==> src/rtl/fxtc_pkg.sv <==
package fxtc_pkg;

    localparam int WORD_W       = 32;
    localparam int TIME_W       = 2 * WORD_W;
    localparam int NARROW_SHIFT = 7;
    localparam int PERIOD_W     = 8;
    localparam logic [WORD_W-1:0] BASE_INC_FAST = 32'h6666_6666;

    typedef enum logic [1:0] {
        SEL_TLO  = 2'd0,
        SEL_THI  = 2'd1,
        SEL_INC  = 2'd2,
        SEL_NONE = 2'd3
    } reg_sel_e;

    typedef enum logic {
        WS_EMPTY,
        WS_LOW_HELD
    } wr_state_e;

    typedef enum logic {
        RS_LIVE,
        RS_SHADOW
    } rd_state_e;

    // Binary-point position for a speed code; the narrow build loses 7 bits.
    function automatic int unsigned frac_bits(input logic [1:0] speed, input bit narrow);
        int unsigned b;
        case (speed)
            2'd1:    b = 24;
            2'd2:    b = 21;
            default: b = 28;
        endcase
        return narrow ? (b - NARROW_SHIFT) : b;
    endfunction

endpackage

==> src/rtl/fxtc_tick_gate.sv <==
module fxtc_tick_gate #(
    parameter int PERIOD_W = 8
) (
    input  logic                clk,
    input  logic                rst_n,
    input  logic                tick,
    input  logic                restart,
    input  logic [PERIOD_W-1:0] period,
    output logic                add_en
);
    logic [PERIOD_W-1:0] cnt_q, cnt_d, limit;

    always_comb begin
        limit = (period == '0) ? '0 : period - 1'b1;
    end

    always_comb begin
        add_en = tick && (cnt_q >= limit);
        cnt_d  = cnt_q;
        if (restart)
            cnt_d = '0;
        else if (tick)
            cnt_d = (cnt_q >= limit) ? '0 : cnt_q + 1'b1;
    end

    always_ff @(posedge clk) begin
        if (!rst_n) cnt_q <= '0;
        else        cnt_q <= cnt_d;
    end

    // an addition only ever happens on a tick
    assert_add_on_tick_R7: assert property (@(posedge clk) disable iff (!rst_n)
        add_en |-> tick);

    // a restart always returns the count to zero
    assert_restart_clears_R7: assert property (@(posedge clk) disable iff (!rst_n)
        restart |=> (cnt_q == '0));

endmodule

==> src/rtl/fxtc_accum.sv <==
module fxtc_accum #(
    parameter int TIME_W = 64,
    parameter int INC_W  = 31
) (
    input  logic              clk,
    input  logic              rst_n,
    input  logic              add_en,
    input  logic [INC_W-1:0]  inc_val,
    input  logic              commit,
    input  logic [TIME_W-1:0] commit_val,
    output logic [TIME_W-1:0] time_q,
    output logic              wrap_pulse
);
    logic [TIME_W:0] sum;

    always_comb begin
        sum = {1'b0, time_q} + {{(TIME_W+1-INC_W){1'b0}}, inc_val};
    end

    always_ff @(posedge clk) begin
        if (!rst_n) begin
            time_q     <= '0;
            wrap_pulse <= 1'b0;
        end else if (commit) begin
            time_q     <= commit_val;
            wrap_pulse <= 1'b0;
        end else if (add_en) begin
            time_q     <= sum[TIME_W-1:0];
            wrap_pulse <= sum[TIME_W];
        end else begin
            wrap_pulse <= 1'b0;
        end
    end

    // a committed write lands exactly
    assert_commit_loads_R3: assert property (@(posedge clk) disable iff (!rst_n)
        commit |=> (time_q == $past(commit_val)));

    // without add or commit the time holds
    assert_idle_holds_R2: assert property (@(posedge clk) disable iff (!rst_n)
        (!commit && !add_en) |=> $stable(time_q));

    // the wrap pulse never lasts two cycles
    assert_wrap_single_R8: assert property (@(posedge clk) disable iff (!rst_n)
        wrap_pulse |=> !wrap_pulse);

    // a write never signals a wrap
    assert_no_wrap_on_write_R8: assert property (@(posedge clk) disable iff (!rst_n)
        commit |=> !wrap_pulse);

endmodule

==> src/rtl/fxtc_regif.sv <==
module fxtc_regif
    import fxtc_pkg::*;
#(
    parameter bit NARROW = 1'b0,
    parameter int INC_REG_W = NARROW ? WORD_W : WORD_W - 1
) (
    input  logic                 clk,
    input  logic                 rst_n,
    input  logic                 wr_en,
    input  logic [1:0]           wr_sel,
    input  logic [WORD_W-1:0]    wr_data,
    input  logic                 rd_en,
    input  logic [1:0]           rd_sel,
    input  logic [TIME_W-1:0]    time_q,
    output logic                 commit,
    output logic [TIME_W-1:0]    commit_val,
    output logic [INC_REG_W-1:0] inc_q,
    output logic                 inc_wr,
    output logic                 rd_valid,
    output logic [WORD_W-1:0]    rd_data
);
    localparam logic [WORD_W-1:0] NARROW_RST =
        (WORD_W'(1) << (WORD_W - PERIOD_W)) | (BASE_INC_FAST >> NARROW_SHIFT);
    localparam logic [WORD_W-1:0] RST_FULL = NARROW ? NARROW_RST : BASE_INC_FAST;
    localparam logic [INC_REG_W-1:0] INC_RST = RST_FULL[INC_REG_W-1:0];

    reg_sel_e wsel, rsel;
    assign wsel = reg_sel_e'(wr_sel);
    assign rsel = reg_sel_e'(rd_sel);

    // ---------------- write stager ----------------
    wr_state_e           ws_q, ws_d;
    logic [WORD_W-1:0]   stage_q, stage_d;

    always_ff @(posedge clk) begin
        if (!rst_n) begin
            ws_q    <= WS_EMPTY;
            stage_q <= '0;
        end else begin
            ws_q    <= ws_d;
            stage_q <= stage_d;
        end
    end

    always_comb begin
        ws_d       = ws_q;
        stage_d    = stage_q;
        commit     = 1'b0;
        commit_val = {wr_data, stage_q};
        if (wr_en) begin
            unique case (wsel)
                SEL_TLO: begin
                    stage_d = wr_data;
                    ws_d    = WS_LOW_HELD;
                end
                SEL_THI: begin
                    commit  = 1'b1;
                    stage_d = '0;
                    ws_d    = WS_EMPTY;
                end
                SEL_INC, SEL_NONE: ;
            endcase
        end
    end

    // ---------------- increment register ----------------
    assign inc_wr = wr_en && (wsel == SEL_INC);

    always_ff @(posedge clk) begin
        if (!rst_n)      inc_q <= INC_RST;
        else if (inc_wr) inc_q <= wr_data[INC_REG_W-1:0];
    end

    // ---------------- read sequencer ----------------
    rd_state_e         rs_q, rs_d;
    logic [WORD_W-1:0] shadow_q, rd_next;

    always_ff @(posedge clk) begin
        if (!rst_n) begin
            rs_q     <= RS_LIVE;
            shadow_q <= '0;
            rd_valid <= 1'b0;
            rd_data  <= '0;
        end else begin
            rs_q     <= rs_d;
            rd_valid <= rd_en;
            if (rd_en) rd_data <= rd_next;
            if (rd_en && (rsel == SEL_TLO)) shadow_q <= time_q[TIME_W-1:WORD_W];
        end
    end

    always_comb begin
        rs_d    = rs_q;
        rd_next = '0;
        unique case (rsel)
            SEL_TLO: begin
                rd_next = time_q[WORD_W-1:0];
                if (rd_en) rs_d = RS_SHADOW;
            end
            SEL_THI: begin
                rd_next = (rs_q == RS_SHADOW) ? shadow_q : time_q[TIME_W-1:WORD_W];
                if (rd_en) rs_d = RS_LIVE;
            end
            SEL_INC:  rd_next = WORD_W'(inc_q);
            SEL_NONE: rd_next = '0;
        endcase
    end

    // a high read in the shadow state returns the captured word
    assert_shadow_read_R4: assert property (@(posedge clk) disable iff (!rst_n)
        (rd_en && rsel == SEL_THI && rs_q == RS_SHADOW) |=> (rd_data == $past(shadow_q)));

    // every request yields valid data in the next cycle
    assert_read_latency_R10: assert property (@(posedge clk) disable iff (!rst_n)
        rd_en |=> rd_valid);

    // a high write always empties the stager
    assert_stage_cleared_R3: assert property (@(posedge clk) disable iff (!rst_n)
        commit |=> (ws_q == WS_EMPTY && stage_q == '0));

endmodule

==> src/rtl/fxp_time_counter.sv <==
module fxp_time_counter
    import fxtc_pkg::*;
#(
    parameter bit NARROW = 1'b0
) (
    input  logic              clk,
    input  logic              rst_n,
    input  logic              osc_tick,
    input  logic [1:0]        spd,
    input  logic              wr_en,
    input  logic [1:0]        wr_sel,
    input  logic [WORD_W-1:0] wr_data,
    input  logic              rd_en,
    input  logic [1:0]        rd_sel,
    output logic              rd_valid,
    output logic [WORD_W-1:0] rd_data,
    output logic              wrap_pulse,
    output logic [TIME_W-1:0] time_ns
);
    localparam int INC_REG_W = NARROW ? WORD_W : WORD_W - 1;
    localparam int INC_W     = NARROW ? WORD_W - PERIOD_W : WORD_W - 1;

    logic                 commit, inc_wr, add_en;
    logic [TIME_W-1:0]    commit_val, time_q;
    logic [INC_REG_W-1:0] inc_q;
    logic [INC_W-1:0]     inc_val;

    fxtc_regif #(.NARROW(NARROW), .INC_REG_W(INC_REG_W)) u_regif (
        .clk        (clk),
        .rst_n      (rst_n),
        .wr_en      (wr_en),
        .wr_sel     (wr_sel),
        .wr_data    (wr_data),
        .rd_en      (rd_en),
        .rd_sel     (rd_sel),
        .time_q     (time_q),
        .commit     (commit),
        .commit_val (commit_val),
        .inc_q      (inc_q),
        .inc_wr     (inc_wr),
        .rd_valid   (rd_valid),
        .rd_data    (rd_data)
    );

    generate
        if (NARROW) begin : g_narrow
            assign inc_val = inc_q[INC_W-1:0];
            fxtc_tick_gate #(.PERIOD_W(PERIOD_W)) u_gate (
                .clk     (clk),
                .rst_n   (rst_n),
                .tick    (osc_tick),
                .restart (inc_wr),
                .period  (inc_q[INC_REG_W-1:INC_W]),
                .add_en  (add_en)
            );
        end else begin : g_wide
            assign inc_val = inc_q;
            assign add_en  = osc_tick;
        end
    endgenerate

    fxtc_accum #(.TIME_W(TIME_W), .INC_W(INC_W)) u_accum (
        .clk        (clk),
        .rst_n      (rst_n),
        .add_en     (add_en),
        .inc_val    (inc_val),
        .commit     (commit),
        .commit_val (commit_val),
        .time_q     (time_q),
        .wrap_pulse (wrap_pulse)
    );

    always_comb begin
        time_ns = time_q >> frac_bits(spd, NARROW);
    end

    // an enabled addition advances time by exactly the increment (mod 2^64)
    assert_tick_adds_R2: assert property (@(posedge clk) disable iff (!rst_n)
        (add_en && !commit) |=> (time_q == $past(time_q) + TIME_W'($past(inc_val))));

endmodule

==> config.mk <==
export PLATFORM = sky130hd
export DESIGN_NAME = fxp_time_counter
export DESIGN_NICKNAME = d
export VERILOG_FILES = /design/src/rtl/fxtc_pkg.sv /design/src/rtl/fxtc_tick_gate.sv /design/src/rtl/fxtc_accum.sv /design/src/rtl/fxtc_regif.sv /design/src/rtl/fxp_time_counter.sv
export SDC_FILE = /design/constraint.sdc
export NUM_CORES = 1
export LEC_CHECK = 0
export ABC_AREA = 1
export BUFFER_PORTS_ARGS = -buffer_cell sky130_fd_sc_hd__buf_4
export CAP_MARGIN = 20
export CELL_PAD_IN_SITES_DETAIL_PLACEMENT = 0
export CELL_PAD_IN_SITES_GLOBAL_PLACEMENT = 2
export CORE_UTILIZATION = 32
export CTS_CLUSTER_DIAMETER = 60
export DETAILED_ROUTE_END_ITERATION = 10
export PLACE_DENSITY = 0.8
export SLEW_MARGIN = 15
export SYNTH_ARGS = -nofsm -noshare
export SYNTH_HDL_FRONTEND = slang
export SYNTH_HIERARCHICAL = 1
export SYNTH_SLANG_ARGS = --single-unit
==> constraint.sdc <==
create_clock -name clk -period 2.2 [get_ports clk]
set_input_delay 0.22 -clock clk [delete_from_list [all_inputs] [get_ports clk]]
set_output_delay 0.22 -clock clk [all_outputs]
set_load 0.01 [all_outputs]
Word level (Yosys, flattened, before mapping)

Index checks and enable logic that the tools add are counted.

Bits of input ports: 43
Latch bits: 0
Bits in writable memories: 0
Memories kept: 0
Bits in read-only memories: 0
Output and inout port bits: 98
Flip-flop bits (word level): 194

Order comparisons: 0
$mul: 0
Shift-type cells: 1
Reductions and logical operators: 10
Divide/modulo/power cells: 0
Eq/ne operators: 9
Add/subtract/negate cells: 1
Multiplexer cells: 11
Bitwise operators: 2

Operators with widths:

| operator           | number |
|---|---|
| $mux 64            | 2 |
| $pmux 32 s4        | 1 |
| $add 64x31->65     | 1 |
| $pmux 32 s2        | 1 |
| $shr 64x32->64     | 1 |
| $mux 32            | 1 |
| $eq 2x2->1 const B | 4 |
| $pmux 4 s2         | 1 |
| $eq 2x1->1 const B | 3 |
| $reduce_bool 2->1  | 3 |
| $logic_not 2->1    | 2 |
| $mux 1             | 4 |
| $ne 2x2->1 const B | 2 |
| $reduce_and 3->1   | 1 |
| $reduce_or 3->1    | 1 |
| $logic_and 1x1->1  | 2 |
| $not 1->1          | 2 |
| $pmux 1 s2         | 1 |
| $reduce_and 2->1   | 1 |

Longest topological paths before layout

Gate-level depths: netlist (run 1).

Depth in word-level cells: 4
Depth in mapped cells: 15

Hierarchy

The synthesis (run 1) kept the hierarchy.

Modules (own cells, without submodules):

| module           | area an instance (um2) | instances | cells each |
|---|---|---|---|
| fxtc_accum       | 6498.7                 | 1         | 1157 |
| fxtc_regif       | 5708.0                 | 1         | 821 |
| fxp_time_counter | 1121.1                 | 1         | 250 |

Worst setup path after synthesis (run 1)

Ideal clock, no wire load.

Path kind: register -> register
Start: reg u_accum.time_q[0]
End: reg u_accum.time_q[56]
Arrival time: 1861 ps
Path buffers: 0
Setup slack: 268 ps
Required time: 2130 ps
Clock period less this slack: 1932 ps
Stages on the path, launching flop included: 14
Path through: dfxtp_1 -> ha_1 -> fa_1 -> nand3_1 -> nand3_1 -> nand2_1 -> nand3_1 -> nand2_1 -> nand3_1 -> nand2_1 -> nand2_1 -> nand2_1 -> nand3_1 -> a21oi_1

Longest elaborated chain between the ends: 3

RTL lines:

| item                     | RTL line         | RTL |
|---|---|---|
| start: declaration       | fxtc_accum.sv:11 | `output logic [TIME_W-1:0] time_q,` |
| start signal: assignment | fxtc_accum.sv:25 | `time_q <= commit_val;` |
| start signal: assignment | fxtc_accum.sv:28 | `time_q <= sum[TIME_W-1:0];` |
| $add 64x31->65           | fxtc_accum.sv:17 | `sum = {1'b0, time_q} + {{(TIME_W+1-INC_W){1'b0}}, inc_val};` |
| $mux 64                  | fxtc_accum.sv:27 | `end else if (add_en) begin` |
| $mux 64                  | fxtc_accum.sv:24 | `end else if (commit) begin` |

Every way passes these cells. The select of a mux whose other input is x is not followed.
A chain may end at the register's enable or synchronous reset.

Worst setup path in the final report (run 1)

Start: reg u_accum.time_q[28]
End: reg u_accum.wrap_pulse

Longest elaborated chain between the ends: 1

RTL lines:

| item                   | RTL line         | RTL |
|---|---|---|
| $add 64x31->65         | fxtc_accum.sv:17 |  |
| end signal: assignment | fxtc_accum.sv:29 | `wrap_pulse <= sum[TIME_W];` |
| end: declaration       | fxtc_accum.sv:12 | `output logic wrap_pulse` |

Every way passes these cells.

==> results.cfg, run 1 <==
[status]
status = finished clean

[sta]
hold_violations = 0
fmax_mhz = 475
clock_skew_ns = 0.0158
worst_pin_slew_ns = 0.655
maxSlewHeadroom_pct = 56.3
timing.setup.tns_ns = 0
drv_slew = 0
period_share_pct = 95.7
rsz0062_at_grt = true
setup-violations-final = 0
fin_crit_ns = 2.11

[global_route]
grt_overflow = 0
track_usage_pct = 30.1
grt_start_max_net_pins = 59
grt_antenna_before_repair = 0
grt_pass1_wl_um = 91900
grt_pass1_vias = 14100

[synthesis]
synth_flop_cell = dfxtp_1
async_flop_share_pct = 0
yosys_warnings = 6
synth_top_family_by_area = simple AND/OR/NAND/NOR gates
synth_xor_area_share_pct = 1.25
yosys.area_share.adder_pct = 3.06
synth_commonest_cells = 683 x nand2_1, 282 x nor2_1, 241 x inv_1, 194 x dfxtp_1, 159 x nand3_1
muxShareOfSynthArea_pct = 0
synth_area_per_cell_um2 = 5.98
yosysSeqAreaShare_pct = 29.1
synth_compound_area_share_pct = 15.0
yosys.area_share.simple_pct = 37.9
synth_enable_flop_cells = 0
syn_area_um2 = 13300
synth_cell_type_count = 37
synthTopCellsByArea = dfxtp_1 29%, nand2_1 19%, nor2_1 7.9%, inv_1 6.8%, nand3_1 6.0%
synth_top_cell_by_area = dfxtp_1
netlist_instances = 2228
ys_ff_latch = 194
synth_top_area_share_pct = 29.1
yosysMostFrequentCell = nand2_1

[setup_path]
cp.required_ns = 2.57
worstPathMaxFanout = 4
arrival_ns = 2.47
path_depth = 12
crit_type = flop to flop
path_delay_family = simple AND/OR/NAND/NOR gates
crit_chain = ha_1 > nand2_2 > nor2_1 > inv_1 > buf_4 > nor2_2 > nand2_1 > nand2_1 > inv_1 > nand2_2 > nand3_2 > nor4_4
end_kind = flop
path_buf_inv = 3
ff2ff_path_depth = 12
startpoint_type = flop
worst_path_max_delay_cell = ha_1
crit_path_max_incr_delay_ns = 0.37

[power_and_ir_drop]
p_int_uw = 6760
switching_share_pct = 34.2
seq_power_share_pct = 38.3
p_per_area_nw_per_um2 = 604
clkPwrFrac_pct = 34.2
leakagePower_uw = 0.00810
p_switching_uw = 3510
irDropWorstVdd_v = 0.000534
combPwrFrac_pct = 27.5

[cells_and_area]
fin_util_pct = 41.5
fin_nets = 2514
antennaDiodeCount = 0
drive_gt1_share_pct = 21.6
area_growth_pct = 27.6

[detailed_routing]
num_vias = 15200
wl_per_cell_um = 21.4
initialDrtViolationCount = 1197
drc = 0
drt_pass1_iterations = 5
final_antenna_net_count = 0
viasPerCell = 5.08
wirelength_um = 63700

[run]
max_cap_violations = 0

[min_path]
hold_depth = 3
hold_path.class = input port to flop

[floorplanning]
die-height_um = 206
coreArea_um2 = 40900
fp.dieW_um = 206
io_pins = 141
die_area_um2 = 42500
num_rows = 74
start_util_pct = 32.6

[clocking]
cts-root-buf = clkbuf_16
clk_pin_slew_ns = 0.08
clkLatencyLatePin_ns = 0.47
htreeDepth = 4
cts_sinks = 194
cts_tree = built
clk_path_buf_depth = 2
numCtsBuffers = 17

[placed_design]
io_buffers = 119
gp_congestion = 0.950
place_hpwl_um = 47800
-- state kept, by name, indices dropped and copies added, names as in the netlist --
signal              count
u_accum/time_q         64
u_regif/rd_data        32
u_regif/shadow_q       32
u_regif/stage_q        32
u_regif/inc_q          31
u_accum/wrap_pulse      1
u_regif/rd_valid        1
u_regif/rs_q            1
-- final timing paths --
check                 startpoint             endpoint  slack [ns]
max           u_accum/time_q[28]   u_accum/wrap_pulse        0.09
min                  wr_data[14]    u_regif/inc_q[14]        0.02
max reg2reg   u_accum/time_q[28]   u_accum/wrap_pulse        0.09
min reg2reg  u_regif/rd_data[12]  u_regif/rd_data[12]        0.47
-- cell families after synthesis --
kind of cell | after synthesis
compound gates | 359
xor+xnor | 19
fa+ha+maj | 32
buf+inv | 406
flops | 194
other cells | 1
simple gates | 1217
-- power groups by stage --
| stage | Clock (uW) | Combinational [uW] | Sequential [uW] |
|---|---|---|---|
| 2_1_floorplan | 0 | 1370 | 3970 |
| 3_3_place_gp | 0 | 2620 | 3970 |
| 3_5_place_dp | 0 | 2620 | 3980 |
| 4_1_cts | 3530 | 2650 | 3900 |
| 5_1_grt | 3700 | 3060 | 3960 |
| 6_report | 3510 | 2830 | 3930 |
-- through the flow --
stage	instances	area [um2]	hold slack, ns	total power [uW]	setup WS (ns)
global route	2983	17000	0.00688	10700	-0.0365
global placement	2941	15700	0.453	6590	-0.226
CTS	2981	16500	0.000604	10100	0.00435
floorplan	2248	13400	0.318	5340	0.268
detailed placement	2941	15700	0.455	6600	-0.261
finish	2983	17000	0.0188	10300	0.0944
-- tightest hold or removal path, stage by stage --
cell	delay, ns
buf_4	0.13
nand2_1	0.06
nand3_1	0.05
-- cell type report --
| cell class | instances | area (um2) |
|---|---|---|
| well taps | 532 | 666 |
| fillers | 4460 | 23900 |
| clock inverters | 9 | 139 |
| repair buffers | 319 | 2570 |
| inverters | 259 | 975 |
| multi-input cells | 1648 | 8270 |
| flip-flops and latches | 194 | 3900 |
| clock buffers | 22 | 484 |
-- metal layers --
metal	part of all wire, %	vias up	GRT usage, %
met5	0	-	0
met4	6.1	0	17.5
met3	5.3	126	4.18
met2	44	526	46.0
met1	45	7082	40.2
li1	-	7431	-
-- layout by cell type, fill, tap and decap left out, drive strengths merged, types with 3 or more instances in the layout --
| master | synthesis | routed |
|---|---|---|
| a21oi | 150 | 150 |
| inv | 257 | 262 |
| a22oi | 45 | 45 |
| a31oi | 26 | 26 |
| dlygate4sd3 | 0 | 10 |
| nand3 | 161 | 161 |
| conb | 1 | 21 |
| nand2 | 702 | 702 |
| nand3b | 14 | 14 |
| nor2 | 300 | 300 |
| dfxtp | 194 | 194 |
| xor2 | 19 | 19 |
| nand4 | 10 | 10 |
| clkinv | 2 | 3 |
| buf | 98 | 309 |
| clkbuf | 49 | 22 |
| o21bai | 4 | 4 |
| nor3 | 27 | 27 |
| o21ai | 130 | 130 |
| bufinv | 0 | 3 |
| ha | 31 | 31 |
-- what timing repair did --
item                                    in CTS  in global routing
endpoints found under the setup margin      21                 47
hold buffers                                 9                  1
hold endpoints to repair                     9                  1
gates resized for setup                     16                108
setup buffers                                0                  1
pin swaps                                    0                  6
Note: power is estimated with default switching activity, not from simulation.
==> run 2, diff against run 1 <==
--- a/config.mk
+++ b/config.mk
@@ -11,6 +11,7 @@
 export CELL_PAD_IN_SITES_DETAIL_PLACEMENT = 0
 export CELL_PAD_IN_SITES_GLOBAL_PLACEMENT = 2
 export CORE_UTILIZATION = 32
+export CTS_BUF_LIST = sky130_fd_sc_hd__clkbuf_8
 export CTS_CLUSTER_DIAMETER = 60
 export DETAILED_ROUTE_END_ITERATION = 10
 export PLACE_DENSITY = 0.8
==> run 2 against run 1 <==
  * Worst setup slack lost 0.013 ns
  * Cell count grew 0.67%
  * Non-clock buffer count grew 20
  * Combinational power grew 1%
  * Worst hold slack gained 0.032 ns
  * Final area grew 0.24%
  * Maximum frequency shrank 0.62%
==> results.cfg, run 2 (synthesized netlist as in run 1, its figures left out) <==
[setup_path]
end_kind = flop
regToRegSetupSlack_ns = 0.08
worstPathMaxFanout = 4
crit_path_max_incr_delay_ns = 0.36
cp_common_cell = nand2_1
r2r-end = u_accum/wrap_pulse
crit_type = flop to flop
path_buf_inv = 2
worst_path_max_delay_cell = dfxtp_2
arrival_ns = 2.54
cp.required_ns = 2.62
crit_chain = ha_4 > buf_4 > nand2_1 > nand2_1 > nand2_1 > nand2_2 > nand2_1 > nand3_1 > inv_1 > nand2_2 > nand2_1 > nand2_2 > nand3_2 > nor4_4
path_delay_family = simple AND/OR/NAND/NOR gates
ff2ff_path_depth = 14
reg2reg_from = u_regif/inc_q[9]
startpoint_type = flop

[sta]
clock_skew_ns = 0.0232
fin_crit_ns = 2.12
setup_ws_ns = 0.0812
rsz0062_at_grt = true
period_share_pct = 96.3
fmax_mhz = 472
drv_slew = 0
hold_violations = 0
setup-violations-final = 0
maxSlewHeadroom_pct = 55.7
worst_pin_slew_ns = 0.664
holdWs_ns = 0.0509

[global_route]
grt_start_max_net_pins = 59
grt_pass1_vias = 14100
grt_overflow = 0
track_usage_pct = 30.0
grt_pass1_wl_um = 92400
grt_antenna_before_repair = 0

[floorplanning]
num_rows = 74
die_area_um2 = 42500
coreArea_um2 = 40900
io_pins = 141
fp.dieW_um = 206
start_util_pct = 32.6
die-height_um = 206

[clocking]
clkLatencyLatePin_ns = 0.53
htreeDepth = 4
clk_pin_slew_ns = 0.12
cts_tree = built
cts_sinks = 194
numCtsBuffers = 17
cts-root-buf = clkbuf_8
clk_path_buf_depth = 2

[power_and_ir_drop]
p_per_area_nw_per_um2 = 559
irDropWorstVdd_v = 0.000392
p_total_uw = 9530
leakagePower_uw = 0.00811

[cells_and_area]
layout_commonest_cell = nand2_1
fin_util_pct = 41.6
drive_gt1_share_pct = 21.6
design_area_um2 = 17000
area_growth_pct = 27.9
antennaDiodeCount = 0
fin_nets = 2534
top_register = u_accum/time_q
final_cell_mix = 652 x nand2_1, 297 x buf_4, 262 x nor2_1, 242 x inv_1, 175 x dfxtp_1
largest_reg_flops = 64

[run]
max_cap_violations = 0

[placed_design]
placed_area_um2 = 15700
gp_congestion = 0.950
io_buffers = 119
dp_slack_ns = -0.261
place_hpwl_um = 47800

[min_path]
hold_end = u_regif/stage_q[11]
hold_depth = 3
hp-start = wr_data[11]
hold_path.class = input port to flop

[detailed_routing]
initialDrtViolationCount = 1181
num_vias = 15200
viasPerCell = 5.06
wl_per_cell_um = 21.3
final_antenna_net_count = 0
wirelength_um = 63900
drt_pass1_iterations = 8
drc = 0

[status]
status = finished clean
## run 2: changes by cell type in the layout (fill, tap and decap cells not counted), sizes merged
cell         change
clkbuf           -1
dlygate4sd3     +20
inv              +1
## run 2: how the worst max path moves through the flow
stage                            start            endpoint  slack (ns)  cells after the start
floorplan            u_accum/time_q[0]  u_accum/time_q[56]        0.27                     13
global placement     u_regif/inc_q[15]  u_accum/wrap_pulse       -0.23                     11
detailed placement  u_accum/time_q[30]  u_accum/time_q[33]       -0.26                     11
CTS                  u_regif/inc_q[15]  u_accum/wrap_pulse    0.000003                     11
global route        u_accum/time_q[18]  u_accum/time_q[60]       -0.05                     13
finish                u_regif/inc_q[9]  u_accum/wrap_pulse        0.08                     14
## run 2: power by group
part	leakage [uW]	internal, uW	switching [uW]
Clock	0.000225	1250	1470
Combinational	0.00629	1130	1740
Sequential	0.00159	3730	206
## run 2: metrics by stage
step	instances	TNS, ns
detailed placement	2941	-1.54
floorplan	2248	0
global route	3003	-0.155
global placement	2941	-1.09
CTS	3002	0
finish	3003	0
## run 2: repair_timing
item                                    in CTS  in global routing
endpoints found under the setup margin      21                 47
hold endpoints to repair                    53                  0
hold buffers                                30                  0
pin swaps                                    0                  6
resized for setup                           17                114
buffers inserted                             0                  1
## run 2: cell type report
class | count | area, um2
clock buffers | 21 | 289
clock inverters | 10 | 143
fillers | 4461 | 23900
inverters | 259 | 975
multi-input cells | 1648 | 8290
flip-flops and latches | 194 | 3910
well taps | 532 | 666
repair buffers | 339 | 2770
## run 2: layer usage
metal | wire [um] | vias to the layer above | GRT usage [%] | share of wire, %
met5 | 0 | - | 0 | 0
met4 | 2980 | 0 | 13.8 | 4.7
met3 | 3190 | 94 | 2.87 | 5.0
met2 | 28700 | 533 | 48.0 | 45
met1 | 29000 | 7113 | 40.6 | 45
li1 | - | 7469 | - | -
## run 2: tightest hold or removal path, stage by stage
cell,delay (ns)
buf_4,0.16
a21oi_1,0.08
nor2_1,0.08
